--- src/rtl/aligned_result_reg.sv ---
module aligned_result_reg #(
  parameter int RES_W  = 10,
  parameter int BYTE_W = 8
) (
  input  logic              clk,
  input  logic              rst_n,
  input  logic              res_valid,
  input  logic [RES_W-1:0]  res_data,
  input  logic              align_right,
  input  logic              rd_hi,
  input  logic              rd_lo,
  output logic [BYTE_W-1:0] hi_byte,
  output logic [BYTE_W-1:0] lo_byte
);
  localparam int WORD_W = 2 * BYTE_W;
  localparam int PAD_W  = WORD_W - RES_W;

  logic [WORD_W-1:0] word_q;
  logic              right_q;
  logic [BYTE_W-1:0] shadow_q;

  wire [WORD_W-1:0] word_d = align_right ? {{PAD_W{1'b0}}, res_data}
                                         : {res_data, {PAD_W{1'b0}}};
  wire [BYTE_W-1:0] word_hi  = word_q[WORD_W-1:BYTE_W];
  wire [BYTE_W-1:0] word_lo  = word_q[BYTE_W-1:0];
  wire              first_rd = right_q ? rd_lo : rd_hi;

  always_ff @(posedge clk or negedge rst_n) begin
    if (!rst_n) begin
      word_q   <= '0;
      right_q  <= 1'b0;
      shadow_q <= '0;
    end else begin
      if (res_valid) begin
        word_q  <= word_d;
        right_q <= align_right;
      end
      if (first_rd)
        shadow_q <= right_q ? word_hi : word_lo;
    end
  end

  assign hi_byte = right_q ? shadow_q : word_hi;
  assign lo_byte = right_q ? word_lo  : shadow_q;

  AST_LEFT_HIGH_BYTE: assert property (@(posedge clk) disable iff (!rst_n)
    (res_valid && !align_right) |=> hi_byte == $past(res_data[RES_W-1 -: BYTE_W]));
  AST_RIGHT_LOW_BYTE: assert property (@(posedge clk) disable iff (!rst_n)
    (res_valid && align_right) |=> lo_byte == $past(res_data[BYTE_W-1:0]));
  AST_LEFT_PAD_ZERO: assert property (@(posedge clk) disable iff (!rst_n)
    (!right_q && rd_hi && !res_valid) |=> lo_byte[PAD_W-1:0] == '0);
  AST_RIGHT_PAD_ZERO: assert property (@(posedge clk) disable iff (!rst_n)
    (right_q && rd_lo && !res_valid) |=> hi_byte[BYTE_W-1:RES_W-BYTE_W] == '0);
  AST_RIGHT_HIGH_FROZEN: assert property (@(posedge clk) disable iff (!rst_n)
    (right_q && !rd_lo && !res_valid) |=> $stable(hi_byte));
  AST_LEFT_LOW_FROZEN: assert property (@(posedge clk) disable iff (!rst_n)
    (!right_q && !rd_hi && !res_valid) |=> $stable(lo_byte));
  AST_SNAPSHOT_KEPT: assert property (@(posedge clk) disable iff (!rst_n)
    (right_q && !rd_lo && res_valid && align_right) |=> $stable(hi_byte));
  AST_IDLE_HOLD: assert property (@(posedge clk) disable iff (!rst_n)
    (!res_valid && !rd_hi && !rd_lo) |=> ($stable(hi_byte) && $stable(lo_byte)));
endmodule

--- config.mk ---
export PLATFORM = sky130hd
export DESIGN_NAME = aligned_result_reg
export DESIGN_NICKNAME = d
export VERILOG_FILES = /design/src/rtl/aligned_result_reg.sv
export SDC_FILE = /design/constraint.sdc
export NUM_CORES = 1
export LEC_CHECK = 0
export BUFFER_PORTS_ARGS = -buffer_cell sky130_fd_sc_hd__buf_2
export CORE_MARGIN = 1.5
export CORE_UTILIZATION = 60
export CTS_BUF_LIST = sky130_fd_sc_hd__clkbuf_2
export DETAILED_ROUTE_END_ITERATION = 10
export PLACE_DENSITY_LB_ADDON = 0.08
export SKIP_CTS_REPAIR_TIMING = 1
export SYNTH_ARGS = -nofsm -noshare
export SYNTH_HDL_FRONTEND = slang
export SYNTH_SLANG_ARGS = --single-unit
--- constraint.sdc ---
create_clock -name clk -period 2.2 [get_ports clk]
set_clock_uncertainty 0.15 [all_clocks]
set_input_delay 0.22 -clock clk [delete_from_list [all_inputs] [get_ports clk]]
set_output_delay 0.22 -clock clk [all_outputs]
set_load 0.03 [all_outputs]
* Word level (Yosys, flattened, before mapping)
Cells that the tools add are included. W data, S select, Z words.
Operators by class: muxes and demuxes 5
Operators by type and width (number):
- $mux W8 | 3
- $mux W16 | 1
- $mux W1 | 1
Storage, ports and cells: register bits 25, output and inout port bits 16, word-level logic and storage cells 8

* Logic depth before layout (Yosys ltp)
Gate-level depths: netlist of the first run.
depth after elaboration 1, mapped depth 4

* Worst setup path before layout of the first run
Ideal clock, no wire load.
path kind register -> output, from reg right_q, to out hi_byte[2], arrival 1.351 ns, required time 1.830 ns, path slack 0.479 ns, stages on the path, launching flop included 4, buffers on the path 2, cells stage by stage dfrtp_1 > buf_6 > buf_4 > o21ai_0
On the way: word-level cells in the longest chain between the ends 1
Ends and longest elaborated chain:
- start, declared | RTL line 19 | logic right_q;
- start signal, assigned | RTL line 36 | right_q <= align_right;
- $mux W8 | RTL line 43 | assign hi_byte = right_q ? shadow_q : word_hi;
- end, declared | RTL line 12 | output logic [BYTE_W-1:0] hi_byte,
Every way passes these cells.

* Final worst setup path of the first run
from reg right_q, to out hi_byte[1]
The elaborated chain is that of the path after synthesis.

==> summary.md, run 1 <==
| Metric | Value |
|---|---|
| TritonRoute pass-1 iters | 4 |
| Total GRT Usage | 23.7% |
| Result of the run | finished clean |
| Worst Max-Slew Pin Slew | 0.560 ns |
| Final RePlAce weighted congestion | a little under 0.7 |
| Maximum number of pins on one net before global-route repair | 26 |
| Number of clock sinks seen by CTS | 25 |
| Via count of the first global-routing pass | about 1100 |
| Final worst-path cycle share | 87.9% |
| Number of placed instances, taps included | about 180 |
| Hold violation count in the final report | 0 |
| Layout Area Growth over Synthesis | 17.3% |
| WL final | between 2000 and 3000 um |
| Initial core utilization | between 60 and 70% |
| WL/cell | 15.1 um |
| Total Nets Final | 186 |
| Full die area | about 2700 um2 |
| Most frequent cells in the layout | buf_2 (31), mux2i_1 (26), dfrtp_1 (25) |
| Setup-violating endpoint count in the final report | 0 |
| Clock tree from TritonCTS | yes |
| Clock-pin slew on the worst setup and hold paths | ~0.23 ns |
| CTS root buf | clkbuf_2 |
| M1 GR Usage | 30.8% |
| Wire length of the first global-routing pass | 4660 um |
| Sequential fraction of the synthesis area | a little over two fifths |
| Sequence of cells on the critical path | buf_4 -> mux2_4 -> buf_2 |
| Number of buffers created by CTS | 3 |
| Post-Synthesis Mean Instance Area | 10.8 um2 |
| Type of the tightest min-delay check | in -> reg |
| Number of I/O port buffers | 31 |
| Max-cap violations | 0 |
| Count of non-filler cells in the finished layout | 197 |
| Total negative setup slack | 0 ns |
| DRC violation total after the first TritonRoute iteration | 28 |
| Startpoint Class | flip-flop |
| Met2 usage in global routing | a little over two fifths |
| Ports placed on the boundary | 32 |
| Static power due to leakage | 0.000868 uW |
| Global-route layer with the greatest usage | met2 |
| Classification of the worst setup path | reg -> out |
| Max-slew headroom | a little over three fifths |
| Post-synth design cell area | 1430 um2 |
| Global Route met3 Usage | between 3 and 4% |
| Total number of vias | about 1100 |
| Synthesized netlist cell count | 132 |
| Detailed-route vias per instance | about 5.6 |
| Yosys warning count | 0 |
| Fraction of final layout cells sized beyond drive strength 1 | 29.6% |
| DIE WIDTH | 51.8 um |
| H-Tree Level Count | 1 |
| Worst vdd ir | 539 uV |
| Final Max Slew Viols | 0 |
| Die boundary height | between 50 and 60 um |
| Most frequent standard cell in the layout excluding fill and tap cells | buf_2 |
| Syn nets | 148 |
| Data arrival at the endpoint of the critical path | roughly 1.6 ns |
| Number of buffers between clock root and the deepest sink | 2 |
| Highest-delay cell along the critical path | dfrtp_1 |
| Site Rows | 17 |
| Post-detailed-route count of antenna-violating nets | 0 |
| Kind of capture point of the worst setup path | output pin |
| Largest incremental delay on the critical path | 0.40 ns |
| Count of different cell masters after synthesis | 17 |
| Seq cells post-synth | 25 |
| Number of diodes added for antenna fixing | 0 |
| Initial antenna violation count | 0 |
| DR DRC count | 0 |
| Data required, critical path | between 1.5 and 2 ns |
| Hpwl dp | 1970 um |
| Period minus WS final | 1.93 ns |
| Clk_lat worst skew | 0.33 ns |
| RSZ-0062 raised after global routing | no |
| Core Region | roughly 2200 um2 |
| Top achievable clock speed | 0.517 GHz |
| Maximum fanout count along the critical path | 23 |
| Remaining Overflow, GRT | 0 |
| Power density over cell area | 699 nW/um2 |
[synthesized netlist by cell type]
library cell	instances	area, um2
and3b_1	1	8.76
nand3b_1	6	45.0
o21ai_0	18	90.1
nor2_1	4	15.0
nand3_1	6	30.0
a211o_1	1	8.76
mux2_4	10	150
buf_6	4	45.0
mux2i_1	26	260
buf_2	5	25.0
and3_4	1	11.3
dfrtp_1	25	626
mux2_2	1	11.3
buf_4	2	15.0
nand2_1	6	22.5
a21oi_1	4	20.0
inv_1	12	45.0
[final timing paths]
kind                                      endpoint                    from  cells past startpoint  slack (ns)
min reg2reg                 word_q[13]$_DFFE_PN0P_  word_q[13]$_DFFE_PN0P_                      2        0.42
min                          word_q[0]$_DFFE_PN0P_             res_data[0]                      3        0.02
max                                     hi_byte[1]     right_q$_DFFE_PN0P_                      3        0.27
min in group asynchronous  shadow_q[1]$_DFFE_PN0P_                   rst_n                      2        0.23
max in group asynchronous  shadow_q[2]$_DFFE_PN0P_                   rst_n                      2        1.30
max reg2reg                shadow_q[6]$_DFFE_PN0P_     right_q$_DFFE_PN0P_                      3        0.92
[power breakdown]
part / internal (uW) / switching (uW)
registers: 517 / 50.0
clock network: 48.1 / 129
logic: 181 / 247
total: 746 / 426
[through the flow]
stage | hold WS (ns) | area (um2) | utilization (%) | power (uW) | worst slack [ns]
after floorplan | -0.226 | 1430 | - | 888 | 0.479
after global placement | 0.0933 | 1560 | 69.7 | 971 | 0.705
after detailed placement | 0.0889 | 1560 | 69.7 | 989 | 0.677
after CTS | -0.313 | 1580 | 70.6 | 1160 | 0.257
after global routing | 0.00124 | 1680 | 75.1 | 1240 | 0.178
final | 0.0213 | 1680 | 75.1 | 1170 | 0.266
[critical path, delay by kind of cell (launching register included)]
family / cells / cell delay (ns)
buf+inv: 2 / 0.49
flops: 1 / 0.40
mux: 1 / 0.33
[sequential cells by signal, indices dropped and copies added, names as in the netlist]
name	count
right_q	1
shadow_q	8
word_q	16
[layer usage]
layer  part of all wire, %  wire length, um  up-vias
li1                      -                -      528
met4                  0.34               10        0
met3                   4.6              138        2
met1                    41             1230      534
met5                     0                0        -
met2                    54             1590       33
[layout make-up]
| type | instances | area, um2 |
|---|---|---|
| inverters | 12 | 45.0 |
| fillers | 160 | 557 |
| flip-flops and latches | 25 | 626 |
| repair buffers | 44 | 278 |
| clock buffers | 4 | 20.0 |
| multi-input cells | 84 | 673 |
| well taps | 28 | 35.0 |
[logic make-up (layout without fill, tap and decap cells)]
| logic type | after synthesis | in the layout | synth area share, % |
|---|---|---|---|
| compound gates | 23 | 23 | 8.32 |
| buf+inv | 23 | 60 | 9.11 |
| flops | 25 | 25 | 43.8 |
| mux | 37 | 37 | 29.5 |
| simple gates | 24 | 24 | 9.28 |
(Power assumes the default switching activity.)
==> run 2, diff against run 1 <==
--- a/config.mk
+++ b/config.mk
@@ -11,6 +11,7 @@
 export CTS_BUF_LIST = sky130_fd_sc_hd__clkbuf_2
 export DETAILED_ROUTE_END_ITERATION = 10
 export PLACE_DENSITY_LB_ADDON = 0.08
+export RECOVER_POWER = 25
 export SKIP_CTS_REPAIR_TIMING = 1
 export SYNTH_ARGS = -nofsm -noshare
 export SYNTH_HDL_FRONTEND = slang
==> summary.md, run 2 (synthesis gave the netlist of run 1 again) <==
| Metric | Value |
|---|---|
| Final worst-path cycle share | around nine tenths |
| Registers with the most flip-flops | word_q x16, shadow_q x8, right_q x1 |
| Detailed-route vias per instance | 5.61 |
| Clk_lat worst skew | roughly 0.33 ns |
| H-Tree Level Count | 1 |
| Final Max Slew Viols | 0 |
| Full die area | about 2700 um2 |
| Core Region | ~2200 um2 |
| Share of the core filled with cells | 74.6% |
| Site Rows | 17 |
| Smallest setup slack after layout | 0.262 ns |
| Wire length of the first global-routing pass | 4660 um |
| Largest register by flop count | word_q |
| Number of clock sinks seen by CTS | 25 |
| Number of buffers created by CTS | 3 |
| TritonRoute pass-1 iters | 4 |
| WL/cell | 15.1 um |
| Buffering stage count on the worst path with inverters included | 2 |
| Clock tree from TritonCTS | yes |
| Hpwl dp | 1970 um |
| Final RePlAce weighted congestion | between 0.6 and 0.7 |
| Fraction of final layout cells sized beyond drive strength 1 | 24.3% |
| Setup-violating endpoint count in the final report | 0 |
| Total negative setup slack | 0 ns |
| Worst Max-Slew Pin Slew | 1.33 ns |
| WL final | slightly below 3000 um |
| Max-cap violations | 0 |
| Initial core utilization | 64.0% |
| Worst Setup Slack post-DPL | about 0.68 ns |
| DR DRC count | 0 |
| Initial antenna violation count | 0 |
| Maximum number of pins on one net before global-route repair | 26 |
| Data required, critical path | about 1.8 ns |
| Worst vdd ir | between 500 and 600 uV |
| Sequence of cells on the critical path | buf_4 -> mux2_4 -> buf_2 |
| Total GRT Usage | 23.7% |
| RSZ-0062 raised after global routing | no |
| Top achievable clock speed | approximately 0.52 GHz |
| Flip-flop count of the largest register after layout | 16 |
| Post-detailed-route count of antenna-violating nets | 0 |
| Power density over cell area | slightly above 700 nW/um2 |
| Delay-heaviest family, CP | buffers and inverters |
| Largest incremental delay on the critical path | 0.40 ns |
| Type of the tightest min-delay check | in -> reg |
| Highest-delay cell along the critical path | dfrtp_1 |
| Classification of the worst setup path | reg -> out |
| Kind of capture point of the worst setup path | output pin |
| Total Nets Final | 186 |
| DIE WIDTH | about 52 um |
| Number of diodes added for antenna fixing | 0 |
| Most frequent standard cell in the layout excluding fill and tap cells | mux2i_1 |
| Via count of the first global-routing pass | 1054 |
| Data arrival at the endpoint of the critical path | 1.57 ns |
| Clock-pin slew on the worst setup and hold paths | 0.23 ns |
| Ports placed on the boundary | 32 |
| Number of I/O port buffers | 31 |
| Die boundary height | 51.8 um |
| Hold violation count in the final report | 0 |
| Result of the run | finished clean |
| Period minus WS final | slightly below 2 ns |
| Max-slew headroom | 11.3% |
| Remaining Overflow, GRT | 0 |
| Static power due to leakage | 0.000844 uW |
| Startpoint Class | flip-flop |
| Maximum fanout count along the critical path | 23 |
| Layout Area Growth over Synthesis | 16.6% |
| Total number of vias | 1105 |
| Most frequent cells in the layout | mux2i_1 (26), dfrtp_1 (25), buf_2 (22) |
| DRC violation total after the first TritonRoute iteration | 18 |
| CTS root buf | clkbuf_2 |
| Number of buffers between clock root and the deepest sink | 2 |
[run 2: cell count changes in the layout (fill, tap and decap cells not counted), sizes merged]
cell / delta
buf: -9
clkbuf: +9
[run 2: area by class of cell]
cell class	count	area, um2
repair buffers	44	267
multi-input cells	84	673
well taps	28	35.0
flip-flops and latches	25	626
inverters	12	45.0
fillers	166	568
clock buffers	4	20.0
[run 2: power breakdown]
part | leakage [uW] | internal [uW] | switching, uW
registers | 0.000313 | 517 | 50.3
clock network | 0.0000166 | 48.0 | 131
logic | 0.000514 | 179 | 247
[run 2: path summary, 6_finish.rpt]
path                                         from                 endpoint  slack, ns  depth (start not counted)
max                           right_q$_DFFE_PN0P_               hi_byte[1]       0.26                          3
min                                   res_data[0]    word_q[0]$_DFFE_PN0P_       0.02                          3
max reg2reg                   right_q$_DFFE_PN0P_  shadow_q[6]$_DFFE_PN0P_       0.92                          3
min reg2reg                word_q[13]$_DFFE_PN0P_   word_q[13]$_DFFE_PN0P_       0.43                          2
max in group asynchronous                   rst_n    word_q[6]$_DFFE_PN0P_       0.60                          2
min in group asynchronous                   rst_n  shadow_q[1]$_DFFE_PN0P_       0.53                          2
[run 2: stage by stage]
stage                     std cells  total power (uW)  hold WS [ns]  instance area, um2
final                           197              1170        0.0175                1670
after global routing            197              1240       0.00124                1670
after CTS                       187              1160        -0.313                1580
after detailed placement        183               989        0.0889                1560
after global placement          183               971        0.0933                1560
after floorplan                 132               888        -0.226                1430
[run 2: per-layer routing]
| layer | vias to the layer above | routed length, um | GRT usage, % |
|---|---|---|---|
| met5 | - | 0 | 0 |
| met3 | 2 | 97 | 3.74 |
| met1 | 549 | 1290 | 30.8 |
| li1 | 528 | - | - |
| met2 | 26 | 1580 | 41.7 |
| met4 | 0 | 10 | 5.26 |
[run 2: worst min-delay path: cells and delay by family]
kind | cells | cell delay [ns]
and+or+nand+nor | 1 | 0.08
buffers and inverters | 1 | 0.09
AOI/OAI and AO/OA | 1 | 0.08
